===== src/rtl/xfer_pc_pkg.sv =====
package xfer_pc_pkg;

  // Source selected for the next program counter
  typedef enum logic [1:0] {
    PC_SEL_INC,
    PC_SEL_REL,
    PC_SEL_BASE,
    PC_SEL_TABLE
  } pcSel_e;

  // Strobes from control to datapath
  typedef struct packed {
    pcSel_e pcSel;
    logic   linkWe;
    logic   tableRd;
    logic   busy;
  } xferStrobe_t;

  localparam int OPC_W = 4;
  localparam logic [OPC_W-1:0] OP_CALL = 4'b0100;
  localparam logic [OPC_W-1:0] OP_JUMP = 4'b1100;
  localparam logic [OPC_W-1:0] OP_TRAP = 4'b1111;

endpackage


===== src/rtl/xfer_pc_ctl.sv =====
module xfer_pc_ctl
  import xfer_pc_pkg::*;
(
  input  logic             clk,
  input  logic             rstN,
  input  logic             issue,
  input  logic [OPC_W-1:0] opcode,
  input  logic             relMode,
  output xferStrobe_t      strobe
);

  typedef enum logic {ST_IDLE, ST_VECTOR} ctlState_e;

  ctlState_e stateQ, stateD;

  always_ff @(posedge clk or negedge rstN) begin
    if (!rstN) stateQ <= ST_IDLE;
    else       stateQ <= stateD;
  end

  always_comb begin
    strobe = '{pcSel: PC_SEL_INC, linkWe: 1'b0, tableRd: 1'b0, busy: 1'b0};
    stateD = stateQ;
    case (stateQ)
      ST_IDLE: begin
        if (issue) begin
          case (opcode)
            OP_CALL: begin
              strobe.pcSel  = relMode ? PC_SEL_REL : PC_SEL_BASE;
              strobe.linkWe = 1'b1;
            end
            OP_JUMP: strobe.pcSel = PC_SEL_BASE;
            OP_TRAP: begin
              strobe.linkWe  = 1'b1;
              strobe.tableRd = 1'b1;
              strobe.busy    = 1'b1;
              stateD         = ST_VECTOR;
            end
            default: strobe.pcSel = PC_SEL_INC;
          endcase
        end
      end
      ST_VECTOR: begin
        // table word arrives now; new instructions wait
        strobe.pcSel = PC_SEL_TABLE;
        stateD       = ST_IDLE;
      end
      default: stateD = ST_IDLE;
    endcase
  end

endmodule


===== src/rtl/xfer_pc_dp.sv =====
module xfer_pc_dp
  import xfer_pc_pkg::*;
#(
  parameter int XLEN      = 16,
  parameter int REL_W     = 11,
  parameter int VEC_W     = 8,
  parameter int RA_W      = 3,
  parameter int BASE_LSB  = 6,
  parameter int LINK_IDX  = 7
) (
  input  xferStrobe_t      strobe,
  input  logic [REL_W-1:0] ofsField,
  input  logic [XLEN-1:0]  pcInc,
  input  logic [XLEN-1:0]  baseVal,
  input  logic [XLEN-1:0]  memData,
  output logic [XLEN-1:0]  nextPc,
  output logic [XLEN-1:0]  linkData,
  output logic [RA_W-1:0]  linkAddr,
  output logic [RA_W-1:0]  baseAddr,
  output logic [XLEN-1:0]  memAddr
);

  localparam int SEXT_W = XLEN - REL_W;
  localparam int ZEXT_W = XLEN - VEC_W;

  logic [XLEN-1:0] relOfs;
  logic [XLEN-1:0] relTarget;

  assign relOfs    = {{SEXT_W{ofsField[REL_W-1]}}, ofsField};
  assign relTarget = pcInc + relOfs;
  assign memAddr   = {{ZEXT_W{1'b0}}, ofsField[VEC_W-1:0]};
  assign baseAddr  = ofsField[BASE_LSB +: RA_W];
  assign linkAddr  = RA_W'(LINK_IDX);
  assign linkData  = pcInc;

  always_comb begin
    case (strobe.pcSel)
      PC_SEL_REL:   nextPc = relTarget;
      PC_SEL_BASE:  nextPc = baseVal;
      PC_SEL_TABLE: nextPc = memData;
      default:      nextPc = pcInc;
    endcase
  end

endmodule


===== src/rtl/xfer_pc_unit.sv =====
module xfer_pc_unit
  import xfer_pc_pkg::*;
#(
  parameter int XLEN     = 16,
  parameter int REL_W    = 11,
  parameter int VEC_W    = 8,
  parameter int RA_W     = 3,
  parameter int BASE_LSB = 6,
  parameter int LINK_IDX = 7
) (
  input  logic            clk,
  input  logic            rstN,
  input  logic            issue,
  input  logic [XLEN-1:0] ir,
  input  logic [XLEN-1:0] pcInc,
  input  logic [XLEN-1:0] baseVal,
  input  logic [XLEN-1:0] memData,
  output logic [XLEN-1:0] nextPc,
  output logic [RA_W-1:0] baseAddr,
  output logic            linkWe,
  output logic [RA_W-1:0] linkAddr,
  output logic [XLEN-1:0] linkData,
  output logic            memRd,
  output logic [XLEN-1:0] memAddr,
  output logic            busy
);

  xferStrobe_t strobe;

  xfer_pc_ctl u_ctl (
    .clk     (clk),
    .rstN    (rstN),
    .issue   (issue),
    .opcode  (ir[XLEN-1 -: OPC_W]),
    .relMode (ir[REL_W]),
    .strobe  (strobe)
  );

  xfer_pc_dp #(
    .XLEN(XLEN), .REL_W(REL_W), .VEC_W(VEC_W),
    .RA_W(RA_W), .BASE_LSB(BASE_LSB), .LINK_IDX(LINK_IDX)
  ) u_dp (
    .strobe   (strobe),
    .ofsField (ir[REL_W-1:0]),
    .pcInc    (pcInc),
    .baseVal  (baseVal),
    .memData  (memData),
    .nextPc   (nextPc),
    .linkData (linkData),
    .linkAddr (linkAddr),
    .baseAddr (baseAddr),
    .memAddr  (memAddr)
  );

  assign linkWe = strobe.linkWe;
  assign memRd  = strobe.tableRd;
  assign busy   = strobe.busy;

endmodule


===== config.mk =====
export PLATFORM = sky130hd
export DESIGN_NAME = xfer_pc_unit
export DESIGN_NICKNAME = d
export VERILOG_FILES = /design/src/rtl/xfer_pc_pkg.sv /design/src/rtl/xfer_pc_ctl.sv /design/src/rtl/xfer_pc_dp.sv /design/src/rtl/xfer_pc_unit.sv
export SDC_FILE = /design/constraint.sdc
export NUM_CORES = 1
export LEC_CHECK = 0
export BUFFER_PORTS_ARGS = -buffer_cell sky130_fd_sc_hd__buf_2
export CAP_MARGIN = 30
export CORE_MARGIN = 5
export CORE_UTILIZATION = 43
export CTS_CLUSTER_SIZE = 40
export DETAILED_ROUTE_END_ITERATION = 7
export GPL_ROUTABILITY_DRIVEN = 0
export PLACE_DENSITY = 0.95
export SLEW_MARGIN = 20
export SYNTH_ARGS = -nofsm -noshare
export SYNTH_HDL_FRONTEND = slang
export SYNTH_HIERARCHICAL = 1
export SYNTH_SLANG_ARGS = --single-unit
export TNS_END_PERCENT = 100

===== constraint.sdc =====
create_clock -name clk -period 7.7 [get_ports clk]
set_clock_uncertainty 0.15 [all_clocks]
set_input_delay 1.155 -clock clk [delete_from_list [all_inputs] [get_ports clk]]
set_output_delay 1.155 -clock clk [all_outputs]
set_load 0.005 [all_outputs]

==> results.ini, run 1 <==
[synth]
yosysWarnings = 6
yosys.area_share.adder = 0.135
synth_top_area_share = 0.195
synth.distinct_cells = 48
yosys.area_share.simple = 0.136
synth_top_family_by_area = buffers and inverters
synthXorXnorAreaFrac = 0.0682
synth.avg_cell_area_um2 = 8.33
ys_seq_area_frac = 0.0162
syn_inst = 185
syn_area_um2 = 1540
yosysTopAreaCell = buf_4
ys_top_cells_by_area = buf_4 (19%), mux4_2 (19%), ha_1 (12%)
synthMuxAreaShare = 0.203
synth_compound_area_frac = 0.215
ys_ff_latch = 1

[setup_path]
end_kind = output port
crit_top_cell = buf_2
arrival_ns = 3.45
critPathSlowestCell = mux4_2
r2r_slack_ns = 6.73
rr_startpoint = u_ctl/stateQ
crit_type = primary input to output port
cp_max_fo = 3
critPathMaxStageDelay_ns = 0.46
cp.required_ns = 6.39
critPathLaunchType = primary input
r2r_end = u_ctl/stateQ
cp_cell_sequence = buf_2 > ha_1 > inv_1 > fa_1 > nor2b_1 > o2111ai_1 > a21oi_1 > a21oi_2 > xnor2_1 > mux4_2 > buf_2
worstRegToRegCells = 1

[final_layout]
layout_common_cells = buf_2 (112), ha_1 (15), nand2_1 (13), mux4_2 (13), a21oi_1 (13)
fillers = 323
fin_util = 0.559
stdcell_count = 310
nets = 349
diodes = 0
area_delta_synth_final_pct = 23.8
layout_commonest_cell = buf_2
largest_reg_flops = 1
drive_gt1_frac = 0.519
reg.largest.list = u_ctl/stateQ: 1 flops
regMostFlops = u_ctl/stateQ

[routing]
postRouteAntennaNets = 0
avgRoutedWirePerCell_um = 14.0
route.detailed.drc = 0
vias = 1621
drtIter0Drc = 75
wl_um = 4350
routed_via_density = 5.23
firstDrtPassIters = 4

[timing]
holdWs_ns = 0.392
tns_ns = 0
finalCritPeriodShare = 0.618
hold_viol_final = 0
slew_violations = 0
fmax_mhz = 210
min_period_ns = 4.76
relSlewSlack = 0.648
tightest_slew_ns = 0.529
layout_setup_ws_ns = 2.94
rsz0062_at_grt = false
setup_viol = 0

[power_and_ir_drop]
leakagePower_nw = 0.999
powerDensity_nw_per_um2 = 65.8
ir_drop_v = 0.0000389

[worst_hold_path]
hold_class = flop to flop
hold_end = u_ctl/stateQ
hold_start = u_ctl/stateQ
whs_path_depth = 1

[status]
status = completed

[floorplanning]
rows = 21
die_w_um = 69.9
start_util = 0.451
core-area_um2 = 3420
pin_count = 124
chipHeight_um = 69.9
dieArea_um2 = 4880

[placed_design]
post-place-cells = 310
dpl.hpwl_um = 3880
pre_cts_slack_ns = 2.96
port_buffers = 112

[clocking]
clkTransAtPathRegs_ns = 0
clk-insertion-delay-late_ns = 0
cts_hold_buf = 0
cts_resized = 0
post-cts-setup-buffer-count = 0

[grt]
antenna_found_initial = 0
grt_first_pass_wirelength_um = 7130
overflow = 0
grt_usage = 0.168
first_global_vias = 1579
grt_max_degree = 26

[run]
cap_violations = 0

[report_power, final]
part	switching, mW	total (mW)	internal [mW]	leakage [nW]
clock	0	0	0	0
combinational	0.0585	0.120	0.0614	0.986
sequential	0.000104	0.00554	0.00544	0.0139
[how the worst max path moves through the flow]
stage | cells past startpoint | startpoint | slack [ns] | endpoint
floorplan | 5 | ir[15] | 3.29 | nextPc[0]
global route | 11 | pcInc[0] | 2.82 | nextPc[14]
finish | 11 | pcInc[0] | 2.94 | nextPc[14]
detailed placement | 11 | pcInc[0] | 2.96 | nextPc[14]
CTS | 11 | pcInc[0] | 2.96 | nextPc[14]
global placement | 11 | pcInc[0] | 3.05 | nextPc[14]
[cells by family after synthesis]
kind of cell,after synthesis
buf+inv,51
compound gates,49
simple gates,39
fa+ha+maj,16
mux,15
xor+xnor,12
other cells,2
flops,1
[metrics by stage]
stage / power [mW] / cell area (um^2)
after floorplan: 0.0904 / 1580
after global placement: 0.121 / 1890
after detailed placement: 0.125 / 1910
after CTS: 0.126 / 1910
after global routing: 0.139 / 1910
final: 0.125 / 1910
[layout make-up]
type / instances / area [um^2] / area share
Inverter: 7 / 26.3 / 0.0138
Multi-Input combinational cell: 142 / 1220 / 0.637
Sequential cell: 1 / 25.0 / 0.0131
Tap cell: 46 / 57.6 / 0.0302
Timing Repair Buffer: 114 / 583 / 0.306
[synthesized netlist by cell type (all sizes together)]
library cell	number
a211o	2
a211oi	1
a21o	4
a21oi	15
a221o	1
a221oi	1
a31oi	4
a41o	1
a41oi	1
and2	3
and2b	1
and3	2
buf	42
clkbuf	2
conb	2
dfrtp	1
fa	1
ha	15
inv	7
mux2i	2
mux4	13
nand2	13
nand2b	3
nand3	3
nor2	4
nor2b	5
nor3	1
nor3b	2
o2111ai	1
o211a	1
o21a	2
o21ai	10
o21bai	1
o22a	1
o311ai	1
o31ai	1
o41ai	1
or2	1
or3	1
xnor2	7
xor2	5
[per-layer routing]
metal	part of all wire	vias up	global-route usage
li1	-	793	-
met1	0.38	739	0.199
met2	0.51	84	0.322
met3	0.10	5	0.0387
met4	0.0032	0	0.00638
met5	0	-	0
[worst max-delay path: cells and delay by family]
family	cells	cell delay, ns
buf+inv	3	0.31
xor+xnor	1	0.16
simple gates	1	0.17
compound gates	3	0.59
mux	1	0.46
fa+ha+maj	2	0.59
Power figures use the tool's default switching activity.
==> run 2: changes to the inputs <==
- CORE_UTILIZATION: 43 -> 36
- PLACE_DENSITY: 0.95 -> 0.86
- clock period: 7.7 -> 4.01 ns (I/O delays scaled with it)
==> run 2 against run 1 <==
  * Sequential share of layout area about the same
  * Power increased by 91%
  * Critical endpoint is now nextPc[10]
  * Final area fell by 0.13%
  * Die area up 17%
  * Highest routed layer is now met3
  * Worst hold slack got worse by 0.16 ns
  * Setup slack got worse by 2.5 ns
  * Critical path type unchanged
==> results.ini, run 2 (synthesized netlist as in run 1, its figures left out) <==
[timing]
rsz0062_at_grt = false
hold_viol_final = 0
tightest_slew_ns = 0.581
finalCritPeriodShare = 0.897
setup_viol = 0
fmax_mhz = 278
relSlewSlack = 0.613
min_period_ns = 3.60
slew_violations = 0
tns_ns = 0

[placed_design]
dpl.hpwl_um = 3920
port_buffers = 112
place_area_um2 = 1910
post-place-cells = 314

[floorplanning]
rows = 23
start_util = 0.377
dieArea_um2 = 5690
core-area_um2 = 4090
die_w_um = 75.4
pin_count = 124
chipHeight_um = 75.4

[clocking]
clk-insertion-delay-late_ns = 0
cts_resized = 0
post-cts-setup-buffer-count = 0
cts_hold_buf = 0
clkTransAtPathRegs_ns = 0

[setup_path]
critPathLaunchType = primary input
arrival_ns = 2.85
end_kind = output port
crit_type = primary input to output port
cp.required_ns = 3.26
r2r_slack_ns = 3.08
cp_max_fo = 3

[routing]
avgRoutedWirePerCell_um = 13.8
vias = 1602
firstDrtPassIters = 4
wl_um = 4350
routed_via_density = 5.10
drtIter0Drc = 92
postRouteAntennaNets = 0
route.detailed.drc = 0

[final_layout]
diodes = 0
reg.largest.list = u_ctl/stateQ: 1 flops
fillers = 420
regMostFlops = u_ctl/stateQ
nets = 349
drive_gt1_frac = 0.519
area_delta_synth_final_pct = 23.6
fin_util = 0.466
layout_commonest_cell = buf_2
largest_reg_flops = 1
layout_common_cells = buf_2 (112), ha_1 (15), nand2_1 (13), mux4_2 (13), a21oi_1 (13)
stdcell_count = 314
final_area_um2 = 1910

[grt]
grt_usage = 0.138
overflow = 0
grt_first_pass_wirelength_um = 6400
first_global_vias = 1540
antenna_found_initial = 0
grt_max_degree = 26

[power_and_ir_drop]
leakagePower_nw = 0.998
p_total_uw = 239
powerDensity_nw_per_um2 = 126
ir_drop_v = 0.0000637

[run]
cap_violations = 0

[status]
status = completed

[worst_hold_path]
hold_class = primary input to async pin

run 2: cell type report:
type                       instances  area, um^2  share of cell area
inverter                           7        26.3              0.0138
tap                               50        62.6              0.0328
multi-input combinational        142        1220               0.638
timing repair buffer             114         576               0.302
sequential                         1        25.0              0.0131
run 2: stage by stage:
step	worst slack (ns)	hold WS, ns
3_3_place_gp	0.466	0.227
3_5_place_dp	0.393	0.230
4_1_cts	0.389	0.230
2_1_floorplan	0.711	0.156
5_1_grt	0.295	0.232
6_report	0.413	0.228
run 2: path summary, 6_finish.rpt:
check | endpoint | depth (start not counted) | from
max in group asynchronous | u_ctl/stateQ | 1 | rstN
setup / recovery | nextPc[10] | 11 | pcInc[0]
hold / removal | u_ctl/stateQ | 1 | rstN
hold reg to reg | u_ctl/stateQ | 1 | u_ctl/stateQ
setup reg to reg | u_ctl/stateQ | 1 | u_ctl/stateQ
min in group clk | u_ctl/stateQ | 1 | u_ctl/stateQ
run 2: critical path, cell delays in order:
cell       delay, ns
buf_2           0.10
ha_1            0.20
inv_1           0.08
fa_1            0.40
nor2b_1         0.18
o2111ai_1       0.15
a21oi_1         0.32
nor2_1          0.09
xnor2_1         0.14
mux4_2          0.44
buf_2           0.14
run 2: power by group:
| part | leakage, nW | switching (mW) | internal, mW |
|---|---|---|---|
| logic | 0.984 | 0.111 | 0.118 |
| registers | 0.0139 | 0.000193 | 0.0104 |
| clock network | 0 | 0 | 0 |
| total | 0.998 | 0.111 | 0.128 |
run 2: metal layers:
metal | part of all wire | up-vias | global-route usage
li1 | - | 795 | -
met1 | 0.39 | 739 | 0.170
met2 | 0.52 | 68 | 0.275
met3 | 0.093 | 0 | 0.00792
met4 | 0 | 0 | 0
met5 | 0 | - | 0
==> run 3: changes to the inputs <==
- ABC_AREA: not set -> 1
- CORE_MARGIN: 5 -> 2
- CORE_UTILIZATION: 36 -> 39
- PLACE_DENSITY: 0.86 -> 0.87
==> run 3 against run 2 <==
  * Setup slack better by 0.58 ns
  * Synthesized cell count increased by 92%
  * Maximum frequency is 19% higher
  * Power is 4.6% higher
  * First-iteration DRC count rose by 5.4%
  * Die area decreased by 6.4%
  * Global-route usage increased by 4.8 points
  * Cell count grew 55%
  * Critical path depth decreased by 2
  * Highest routed layer is now met4
  * Register-to-register slack about the same
==> results.ini, run 3 <==
[final_layout]
layout_common_cells = nand2_1 (129), buf_2 (112), inv_1 (54)
fillers = 499
diodes = 0
reg.largest.list = u_ctl/stateQ: 1 flops
area_delta_synth_final_pct = 18.1
fin_util = 0.470
stdcell_count = 486
nets = 517
regMostFlops = u_ctl/stateQ
drive_gt1_frac = 0.306
largest_reg_flops = 1
layout_commonest_cell = nand2_1

[routing]
postRouteAntennaNets = 0
drtIter0Drc = 97
firstDrtPassIters = 5
route.detailed.drc = 0
wl_um = 5040
routed_via_density = 4.64
vias = 2255
avgRoutedWirePerCell_um = 10.4

[setup_path]
end_kind = output port
r2r_slack_ns = 3.08
cp.required_ns = 3.26
r2r_end = u_ctl/stateQ
cp_max_fo = 18
critPathLaunchType = primary input
crit_type = primary input to output port
worstRegToRegCells = 3
arrival_ns = 2.27
rr_startpoint = u_ctl/stateQ

[run]
cap_violations = 0

[floorplanning]
start_util = 0.398
pin_count = 124
core-area_um2 = 4660
dieArea_um2 = 5330
rows = 25
die_w_um = 73.0
chipHeight_um = 73.0

[placed_design]
post-place-cells = 486
port_buffers = 112
dpl.hpwl_um = 4340

[status]
status = completed

[clocking]
clk-insertion-delay-late_ns = 0
post-cts-setup-buffer-count = 0
cts_hold_buf = 0
cts_resized = 0
clkTransAtPathRegs_ns = 0

[grt]
grt_usage = 0.186
grt_first_pass_wirelength_um = 8150
overflow = 0
antenna_found_initial = 0
grt_max_degree = 19
first_global_vias = 2012

[synth]
async_flop_share = 1.00
ys.flop_type = dfrtp_1
synth_common_cells = nand2_1 (129), inv_1 (54), nand3_1 (47)
yosysTopAreaCell = nand2_1
syn_area_um2 = 1860
ys_seq_area_frac = 0.0135
synth_top_area_share = 0.261
synth.avg_cell_area_um2 = 5.23
synth_edf_count = 0
syn_inst = 355
synth.distinct_cells = 27
ys_ff_latch = 1
ys_top_cells_by_area = nand2_1 (26%), buf_4 (18%), nand3_1 (13%)
yosysWarnings = 6
synth_most_common_cell = nand2_1

[worst_hold_path]
hold_class = primary input to async pin

[power_and_ir_drop]
ir_drop_v = 0.0000592
leakagePower_nw = 1.43
powerDensity_nw_per_um2 = 114

[timing]
rsz0062_at_grt = false
finalCritPeriodShare = 0.752
min_period_ns = 3.02
relSlewSlack = 0.549
hold_viol_final = 0
tightest_slew_ns = 0.676
tns_ns = 0
fmax_mhz = 331
setup_viol = 0
slew_violations = 0

-- run 3: cell types whose count changed after synthesis, sizes merged, moves of 5 or more --
| cell | change |
|---|---|
| mux4 | -13 |
| nor2b | -5 |
| inv | +52 |
| nand2 | +121 |
| a21oi | -8 |
| nand3b | +5 |
| nand4 | +10 |
| xnor2 | -7 |
| o21ai | -10 |
| nand3 | +45 |
| nor2 | +10 |
-- run 3: how the worst max path moves through the flow --
stage / startpoint / end / depth (start not counted)
final: ir[13] / nextPc[13] / 9
after global routing: ir[13] / nextPc[13] / 9
after CTS: ir[13] / nextPc[12] / 9
after detailed placement: ir[13] / nextPc[12] / 9
after global placement: ir[13] / nextPc[12] / 9
after floorplan: pcInc[0] / nextPc[12] / 11
-- run 3: final cells by class --
class	instances	area, um^2	area share
inverters	59	221	0.101
multi-input cells	258	1300	0.594
flip-flops and latches	1	25.0	0.0114
well taps	54	67.6	0.0308
repair buffers	114	576	0.263
-- run 3: layer usage --
layer,up-vias,global-route usage,part of all wire
li1,1211,-,-
met1,961,0.229,0.43
met2,81,0.360,0.51
met3,2,0.0110,0.062
met4,0,0.0226,0.0032
met5,-,0,0
-- run 3: power by group --
group | switching [mW] | total [mW] | internal [mW]
logic | 0.137 | 0.240 | 0.103
clock network | 0 | 0 | 0
registers | 0.000115 | 0.0106 | 0.0104
-- run 3: worst max-delay path, cell delays in order --
cell and delay [ns]:
buf_2 0.10, nor2_1 0.18, nand3_1 0.10, nand2_1 0.12
inv_2 0.16, nor2_2 0.56, nand3_1 0.21, nand3_1 0.10
buf_2 0.11
-- run 3: logic make-up after synthesis --
| group | after synthesis | share of synthesized area |
|---|---|---|
| and+or+nand+nor | 221 | 0.534 |
| buffers and inverters | 105 | 0.303 |
| adders and majority gates | 16 | 0.112 |
| AOI/OAI and AO/OA | 9 | 0.0290 |
| other | 2 | 0.00405 |
| xor gates and xnor gates | 1 | 0.00472 |
| DFF | 1 | 0.0135 |
-- run 3: stage by stage --
step	setup slack, ns	total power [mW]	cell area, um^2	hold slack, ns
after floorplan	1.50	0.183	1890	0.156
after global placement	1.04	0.246	2190	0.228
after detailed placement	0.930	0.250	2190	0.230
after CTS	0.924	0.251	2190	0.230
after global routing	0.768	0.284	2190	0.231
final	0.993	0.250	2190	0.228
